==> src/rtl/isa_memdec_pkg.sv <==
package isa_memdec_pkg;

  localparam int ISA_AW = 20;
  localparam int SLOT_N = 4;   // C low half, C high half, D page, E page

  typedef enum logic [2:0] {
    LAY_FULL128     = 3'd0,
    LAY_TRIM96      = 3'd1,
    LAY_ROMC8_RAM128 = 3'd2,
    LAY_ROMC0_RAM96 = 3'd3,
    LAY_ROMC8_RAM64 = 3'd4
  } lay_e;

  typedef enum logic [1:0] {
    OWN_NONE = 2'd0,
    OWN_RAM  = 2'd1,
    OWN_ROM  = 2'd2
  } slot_owner_e;

  // strobes passed from region decode to the datapath
  typedef struct packed {
    logic ramSel;
    logic romSel;
    logic rdCyc;
    logic wrCyc;
    logic flipBit17;
  } dec_strobe_t;

  function automatic logic [ISA_AW-1:0] slotBase(input int s);
    case (s)
      0:       return 20'hC0000;
      1:       return 20'hC8000;
      2:       return 20'hD0000;
      default: return 20'hE0000;
    endcase
  endfunction

  // number of low address bits inside a slot
  function automatic int slotSpan(input int s);
    return (s < 2) ? 15 : 16;
  endfunction

  function automatic slot_owner_e slotOwner(input logic [2:0] lay, input int s);
    slot_owner_e own;
    own = OWN_NONE;
    case (lay)
      LAY_FULL128:      own = (s <= 2) ? OWN_RAM : OWN_NONE;
      LAY_TRIM96:       own = (s == 1 || s == 2) ? OWN_RAM : OWN_NONE;
      LAY_ROMC8_RAM128: own = (s == 1) ? OWN_ROM : ((s >= 2) ? OWN_RAM : OWN_NONE);
      LAY_ROMC0_RAM96:  own = (s == 0) ? OWN_ROM : ((s <= 2) ? OWN_RAM : OWN_NONE);
      LAY_ROMC8_RAM64:  own = (s == 1) ? OWN_ROM : ((s == 2) ? OWN_RAM : OWN_NONE);
      default:          own = OWN_NONE;
    endcase
    return own;
  endfunction

endpackage

==> src/rtl/isa_memdec_ctrl.sv <==
module isa_memdec_ctrl
  import isa_memdec_pkg::*;
#(
  parameter int ADDR_W = ISA_AW,
  parameter logic [ADDR_W-1:0] BASE_TOP = 'h60000
) (
  input  logic [ADDR_W-1:0] memAddr,
  input  logic              memrN,
  input  logic              memwN,
  input  logic              aen,
  input  logic              cfgUpperEn,
  input  logic [2:0]        cfgLayout,
  output dec_strobe_t       strb
);

  logic [SLOT_N-1:0] slotHit;
  logic [SLOT_N-1:0] slotRam;
  logic [SLOT_N-1:0] slotRom;
  logic baseHit;
  logic rdCyc;
  logic wrCyc;
  logic upperRam;
  logic upperRom;

  genvar g;
  generate
    for (g = 0; g < SLOT_N; g++) begin : gSlot
      localparam logic [ADDR_W-1:0] SB = slotBase(g);
      localparam int SS = slotSpan(g);
      assign slotHit[g] = (memAddr[ADDR_W-1:SS] == SB[ADDR_W-1:SS]);
      assign slotRam[g] = slotHit[g] & cfgUpperEn & (slotOwner(cfgLayout, g) == OWN_RAM);
      assign slotRom[g] = slotHit[g] & cfgUpperEn & (slotOwner(cfgLayout, g) == OWN_ROM);
    end
  endgenerate

  assign baseHit  = (memAddr < BASE_TOP);
  assign rdCyc    = ~aen & ~memrN;
  assign wrCyc    = ~aen & memrN & ~memwN;
  assign upperRam = |slotRam;
  assign upperRom = |slotRom;

  always_comb begin
    strb.rdCyc     = rdCyc;
    strb.wrCyc     = wrCyc;
    strb.ramSel    = (baseHit | upperRam) & (rdCyc | wrCyc);
    strb.romSel    = upperRom & rdCyc;
    // C and D pages sit at bit17 = 0 and move up; E page already has it set
    strb.flipBit17 = upperRam & (memAddr[ADDR_W-1 -: 3] == 3'b110);
  end

  always_comb begin
    AST_ROM_READ_ONLY: assert (!strb.romSel || (!memrN && !aen))
      else $error("rom select outside read");
    AST_SEL_EXCL: assert (!(strb.ramSel && strb.romSel))
      else $error("ram and rom both selected");
  end

endmodule

==> src/rtl/isa_memdec_dp.sv <==
module isa_memdec_dp
  import isa_memdec_pkg::*;
#(
  parameter int ADDR_W  = ISA_AW,
  parameter int SRAM_AW = 19,
  parameter int ROM_AW  = 15,
  parameter logic [ADDR_W-1:0] BASE_TOP = 'h60000
) (
  input  logic [ADDR_W-1:0]  memAddr,
  input  dec_strobe_t        strb,
  output logic               sramCsN,
  output logic [SRAM_AW-1:0] sramAddr,
  output logic               sramOeN,
  output logic               sramWeN,
  output logic               romCsN,
  output logic [ROM_AW-1:0]  romAddr,
  output logic               xcvrEnN,
  output logic               xcvrToBus
);

  localparam int FLIP_BIT = SRAM_AW - 2;
  localparam logic [SRAM_AW-1:0] BASE_S = BASE_TOP[SRAM_AW-1:0];

  logic claim;

  always_comb begin
    sramAddr           = memAddr[SRAM_AW-1:0];
    sramAddr[FLIP_BIT] = memAddr[FLIP_BIT] ^ strb.flipBit17;
  end

  assign sramCsN   = ~strb.ramSel;
  assign sramOeN   = ~(strb.ramSel & strb.rdCyc);
  assign sramWeN   = ~(strb.ramSel & strb.wrCyc);
  assign romCsN    = ~strb.romSel;
  assign romAddr   = memAddr[ROM_AW-1:0];
  assign claim     = strb.ramSel | strb.romSel;
  assign xcvrEnN   = ~claim;
  assign xcvrToBus = claim & strb.rdCyc;

  always_comb begin
    AST_OE_WE_EXCL: assert (sramOeN || sramWeN)
      else $error("oe and we together");
    AST_DIR_NEEDS_EN: assert (!xcvrToBus || !xcvrEnN)
      else $error("direction without enable");
    AST_ONE_DEVICE: assert (sramCsN || romCsN)
      else $error("two devices selected");
    AST_UPPER_NO_ALIAS: assert (sramCsN || memAddr < BASE_TOP || sramAddr >= BASE_S)
      else $error("upper window aliases base");
  end

endmodule

==> src/rtl/isa_memdec_top.sv <==
module isa_memdec_top
  import isa_memdec_pkg::*;
#(
  parameter int ADDR_W  = ISA_AW,
  parameter int SRAM_AW = 19,
  parameter int ROM_AW  = 15,
  parameter logic [ADDR_W-1:0] BASE_TOP = 'h60000
) (
  input  logic [ADDR_W-1:0]  memAddr,
  input  logic               memrN,
  input  logic               memwN,
  input  logic               aen,
  input  logic               cfgUpperEn,
  input  logic [2:0]         cfgLayout,
  output logic               sramCsN,
  output logic [SRAM_AW-1:0] sramAddr,
  output logic               sramOeN,
  output logic               sramWeN,
  output logic               romCsN,
  output logic [ROM_AW-1:0]  romAddr,
  output logic               xcvrEnN,
  output logic               xcvrToBus
);

  dec_strobe_t strb;

  isa_memdec_ctrl #(.ADDR_W(ADDR_W), .BASE_TOP(BASE_TOP)) u_ctrl (
    .memAddr    (memAddr),
    .memrN      (memrN),
    .memwN      (memwN),
    .aen        (aen),
    .cfgUpperEn (cfgUpperEn),
    .cfgLayout  (cfgLayout),
    .strb       (strb)
  );

  isa_memdec_dp #(
    .ADDR_W(ADDR_W), .SRAM_AW(SRAM_AW), .ROM_AW(ROM_AW), .BASE_TOP(BASE_TOP)
  ) u_dp (
    .memAddr   (memAddr),
    .strb      (strb),
    .sramCsN   (sramCsN),
    .sramAddr  (sramAddr),
    .sramOeN   (sramOeN),
    .sramWeN   (sramWeN),
    .romCsN    (romCsN),
    .romAddr   (romAddr),
    .xcvrEnN   (xcvrEnN),
    .xcvrToBus (xcvrToBus)
  );

  always_comb begin
    AST_IDLE_QUIET: assert (!(aen || (memrN && memwN)) ||
                            (sramCsN && romCsN && xcvrEnN && !xcvrToBus))
      else $error("unclaimed cycle drives outputs");
  end

endmodule

==> config.mk <==
export PLATFORM = sky130hd
export DESIGN_NAME = isa_memdec_top
export DESIGN_NICKNAME = d
export VERILOG_FILES = /design/src/rtl/isa_memdec_pkg.sv /design/src/rtl/isa_memdec_ctrl.sv /design/src/rtl/isa_memdec_dp.sv /design/src/rtl/isa_memdec_top.sv
export SDC_FILE = /design/constraint.sdc
export NUM_CORES = 1
export LEC_CHECK = 0
export ABC_AREA = 1
export ABC_CLOCK_PERIOD_IN_PS = 800
export BUFFER_PORTS_ARGS = -buffer_cell sky130_fd_sc_hd__buf_2
export CORE_MARGIN = 3
export CORE_UTILIZATION = 28
export DETAILED_ROUTE_END_ITERATION = 8
export GPL_TIMING_DRIVEN = 1
export PLACE_DENSITY = 0.8
export SYNTH_ARGS = -nofsm -noshare
export SYNTH_HDL_FRONTEND = slang
export SYNTH_SLANG_ARGS = --single-unit
==> constraint.sdc <==
create_clock -name vclk -period 0.8
set_input_delay 0.08 -clock vclk [all_inputs]
set_output_delay 0.08 -clock vclk [all_outputs]
set_load 0.02 [all_outputs]
==> results of run 1 <==
==> worst max-delay path, stage by stage <==
cell and delay (ns):
buf_8 0.10, inv_6 0.05, nand3_4 0.10, nor2_4 0.12, nand2_1 0.07, nand2_2 0.08, nor2_4 0.04, nand2_4 0.10
nand2_4 0.06, buf_2 0.16
==> area by class of cell <==
type	instances	share of cell area [%]
repair buffers	26	37.6
inverters	7	8.53
well taps	15	3.28
multi-input cells	38	50.5
==> through the flow <==
step	TNS (ns)	area [um2]
5_1_grt	-1.96	572
4_1_cts	-1.64	499
6_report	-1.50	572
3_3_place_gp	-2.04	419
3_5_place_dp	-2.12	419
2_1_floorplan	-0.0925	515
==> path summary, 6_finish.rpt <==
check / from / end / slack, ns / cells after the start
worst max-delay path: memAddr[17] / sramOeN / -0.24 / 10
worst min-delay path: memAddr[5] / romAddr[5] / 0.16 / 0
==> layer usage <==
metal,track usage [%],vias to the layer above
met5,0,-
met4,1.70,0
met3,1.95,2
met2,15.7,19
met1,8.64,179
li1,-,195
==> cell families (layout without fill, tap and decap cells) <==
logic type | Yosys count | in the layout | share of synthesized area (%)
AO/OA/AOI/OAI | 4 | 4 | 5.19
AND/OR/NAND/NOR | 34 | 34 | 35.0
buffers and inverters | 40 | 33 | 59.8
==> placed cells by master (no fill, tap or decap), drive strengths merged <==
cell / n
inv: 7
clkbuf: 1
nand3: 5
nand3b: 1
nor3: 1
nor2: 9
nand2: 17
a21oi: 3
o21ai: 1
nor3b: 1
buf: 25
==> what timing repair did <==
item                       in CTS  in global routing
setup buffers                   1                  0
resized for setup              21                 21
pin swaps                      12                  9
setup endpoints to repair       7                  7
==> power by group <==
part	leakage [nW]	switching, W	internal, W
logic	0.281	0.000142	0.000121
registers	0	0	0
clock network	0	0	0
total	0.281	0.000142	0.000121
==> flow_summary.ini, run 1 <==
[detailed_routing]
route.detailed.drc = 0
ant_nets = 0
wl_met2_um = 582
vias_per_cell = 4.59
wire_per_inst_um = 11.1
vias = 395
route.top_layer_used = met4
wl_um = 958
met1_length_um = 276
initialDrtViolationCount = 5
drt_pre_antenna_iters = 2
wl_met3_um = 94

[finish]
drive_gt1_share_pct = 74.6
utilization_pct = 40.4
fillers = 143
n_antenna_cell = 0
multi_input_area_um2 = 289
seq_cell_count = 0
fin_nets = 100
synthToLayoutAreaGrowth_pct = 24.9
fin_cells = 86
seq_area_um2 = 0
n_clock_buffer = 0

[floorplanning]
row_count = 13
dieWidth_um = 46.4
num_io_pins = 67
start_util_pct = 32.4
die-area_um2 = 2160
die_y_um = 46.4
core_area_um2 = 1420

[yosys]
seq_area_frac_synth_pct = 0
synthesis.nets = 105
ys_top_cells_by_count = buf_4, nand2_1, nor2_1
yosys.area.top_type_share_pct = 54.1
syn_inst = 78
yosysMostFrequentCell = buf_4
yosys.area.top_type = buf_4
netlist_area_um2 = 458
syn_area_per_cell_um2 = 5.87
yosys.cell_types.count = 15
synthTopCellsByArea = buf_4, nand2_1, nor2_1
yosysWarningCount = 0

[global_route]
grt_overflow = 0
grt_usage_pct = 8.10
grt_pass1_wl_um = 1380
antenna_found_initial = 0
grt_pass1_vias = 353
grt_start_max_net_pins = 6

[sta]
rsz0062_at_grt = yes
slew_viol_final = 0
period_share_pct = 130
fmax_ghz = 0.960
hold_violations = 0
relSlewSlack_pct = 76.6
tightest_slew_ns = 0.351
holdWs_ns = 0.160
period_minus_slack_ns = 1.04
setup_slack_ns = -0.242
finalSetupViolCount = 7

[critical_path]
critPathLaunchType = input pin
cp.arrival_ns = 0.96
cp_max_fo = 4
critPathCaptureType = output pin
crit_type = input pin to output pin
required_ns = 0.72

[pwr]
powerDensity_nw_per_um2 = 459
vdd_drop_max_mv = 0.124
power.leakage_nw = 0.281
power_w = 0.000263

[worst_hold_path]
min-delay-path-class = input pin to output pin

[placement]
portBuffers = 22
pre_cts_ws_ns = -0.369
dp_hpwl_um = 741
dp_cells = 85
place_congestion = 0.718

[status]
violations = negative setup slack
outcome = finished with violations

[clock_tree]
ctsHoldBuffers = 0

[flow_run]
cap_violations = 0
Power figures use the tool's default switching activity.
==> run 2, diff against run 1 <==
--- a/config.mk
+++ b/config.mk
@@ -8,11 +8,13 @@
 export ABC_AREA = 1
 export ABC_CLOCK_PERIOD_IN_PS = 800
 export BUFFER_PORTS_ARGS = -buffer_cell sky130_fd_sc_hd__buf_2
+export CORE_ASPECT_RATIO = 0.9
 export CORE_MARGIN = 3
 export CORE_UTILIZATION = 28
 export DETAILED_ROUTE_END_ITERATION = 8
 export GPL_TIMING_DRIVEN = 1
 export PLACE_DENSITY = 0.8
+export REMOVE_ABC_BUFFERS = 1
 export SYNTH_ARGS = -nofsm -noshare
 export SYNTH_HDL_FRONTEND = slang
 export SYNTH_SLANG_ARGS = --single-unit
==> run 2 against run 1 <==
Effect of this change:
- the run still ends with negative setup slack left
- routed wire length increased by 51%
- maximum frequency decreased by 0.38%
- cell count increased by 7.0%
- first-iteration DRC count decreased by 40%
- combinational power decreased by 6%
- worst hold slack about the same
- clock-buffer cell count unchanged
- utilization decreased by 4.9 points
- via count increased by 6.1%
- non-clock buffer count decreased by 1
- sequential share of layout area unchanged
- total power decreased by 5.4%
- largest cell class unchanged
==> flow_summary.ini, run 2 (synthesized netlist as in run 1, its figures left out) <==
[floorplanning]
dieWidth_um = 48.6
die-area_um2 = 2160
start_util_pct = 30.6
die_y_um = 44.4
row_count = 13
core_area_um2 = 1500
num_io_pins = 67

[global_route]
grt_usage_pct = 13.5
grt_pass1_vias = 462
grt_start_max_net_pins = 6
grt_pass1_wl_um = 2210
grt_overflow = 0
antenna_found_initial = 0

[critical_path]
cp.arrival_ns = 0.97
crit_type = input pin to output pin
crit_path_end = xcvrEnN
startpoint = memAddr[17]
cp_max_fo = 4
critPathLaunchType = input pin
required_ns = 0.72
critPathCaptureType = output pin

[sta]
setup_slack_ns = -0.246
hold_violations = 0
finalSetupViolCount = 7
period_minus_slack_ns = 1.05
fmax_ghz = 0.956
relSlewSlack_pct = 85.5
period_share_pct = 131
slew_viol_final = 0
holdWs_ns = 0.160
rsz0062_at_grt = yes
tightest_slew_ns = 0.218

[status]
violations = negative setup slack
outcome = finished with violations

[pwr]
powerDensity_nw_per_um2 = 467
vdd_drop_max_mv = 0.191
power.leakage_nw = 0.254

[finish]
fin_nets = 99
most-common-layout-cells = nand2_1, buf_6, buf_2
drive_gt1_share_pct = 65.7
n_antenna_cell = 0
synthToLayoutAreaGrowth_pct = 16.1
seq_area_um2 = 0
seq_cell_count = 0
fin_cells = 92
n_clock_buffer = 0

[flow_run]
cap_violations = 0

[worst_hold_path]
min-delay-path-class = input pin to output pin
hold_depth = 0

[detailed_routing]
vias_per_cell = 4.55
wire_per_inst_um = 15.8
initialDrtViolationCount = 3
drt_pre_antenna_iters = 4
route.detailed.drc = 0
ant_nets = 0
vias = 419
wl_um = 1450

[placement]
dp_cells = 90
place_congestion = 0.766
portBuffers = 22
dp_hpwl_um = 1120

[clock_tree]
ctsHoldBuffers = 0
==> run 2: per-layer routing <==
metal  GRT usage (%)  up-vias  wire length (um)
li1                -      190                 -
met1            13.5      187               470
met2            20.6       40               652
met3            12.8        2               315
met4               0        0                10
met5            11.9        -                 0
==> run 2: through the flow <==
step	TNS (ns)	setup slack, ns	total power [W]	cell area, um2	util [%]
after floorplan	-0.186	-0.0995	0.0000728	210	-
after global placement	-1.56	-0.269	0.000155	355	23.7
after detailed placement	-1.69	-0.294	0.000159	355	23.7
after CTS	-1.40	-0.247	0.000230	503	33.6
after global routing	-1.95	-0.340	0.000268	532	35.5
final	-1.34	-0.246	0.000248	532	35.5
==> run 2: what timing repair did <==
action | CTS | global route
pin swaps | 8 | 2
hold endpoints to repair | 0 | 0
gates cloned | 0 | 0
buffers inserted | 1 | 1
gates resized for setup | 39 | 6
endpoints found under the setup margin | 7 | 7
==> run 2: final cells by class <==
type | instances | area [um2]
inverter | 7 | 33.8
multi-input combinational | 38 | 256
timing repair buffer | 25 | 214
fill | 169 | 965
tap | 22 | 27.5
==> run 2: worst max-delay path, cell delays in order <==
cell	delay, ns
buf_8	0.08
inv_4	0.03
nand3_4	0.10
nor2_4	0.04
nand2_1	0.05
nand2_1	0.05
nor2_2	0.14
nand2_2	0.10
a21oi_2	0.16
buf_6	0.13
==> run 2: how the worst min path moves through the flow <==
stage,startpoint,end
CTS,memAddr[2],sramAddr[2]
detailed placement,memAddr[2],sramAddr[2]
finish,memAddr[2],sramAddr[2]
global route,memAddr[2],sramAddr[2]
floorplan,memAddr[0],romAddr[0]
global placement,memAddr[2],sramAddr[2]
==> run 2: power by group <==
| part | switching [W] | internal, W |
|---|---|---|
| logic | 0.000134 | 0.000115 |
| registers | 0 | 0 |
| clock network | 0 | 0 |
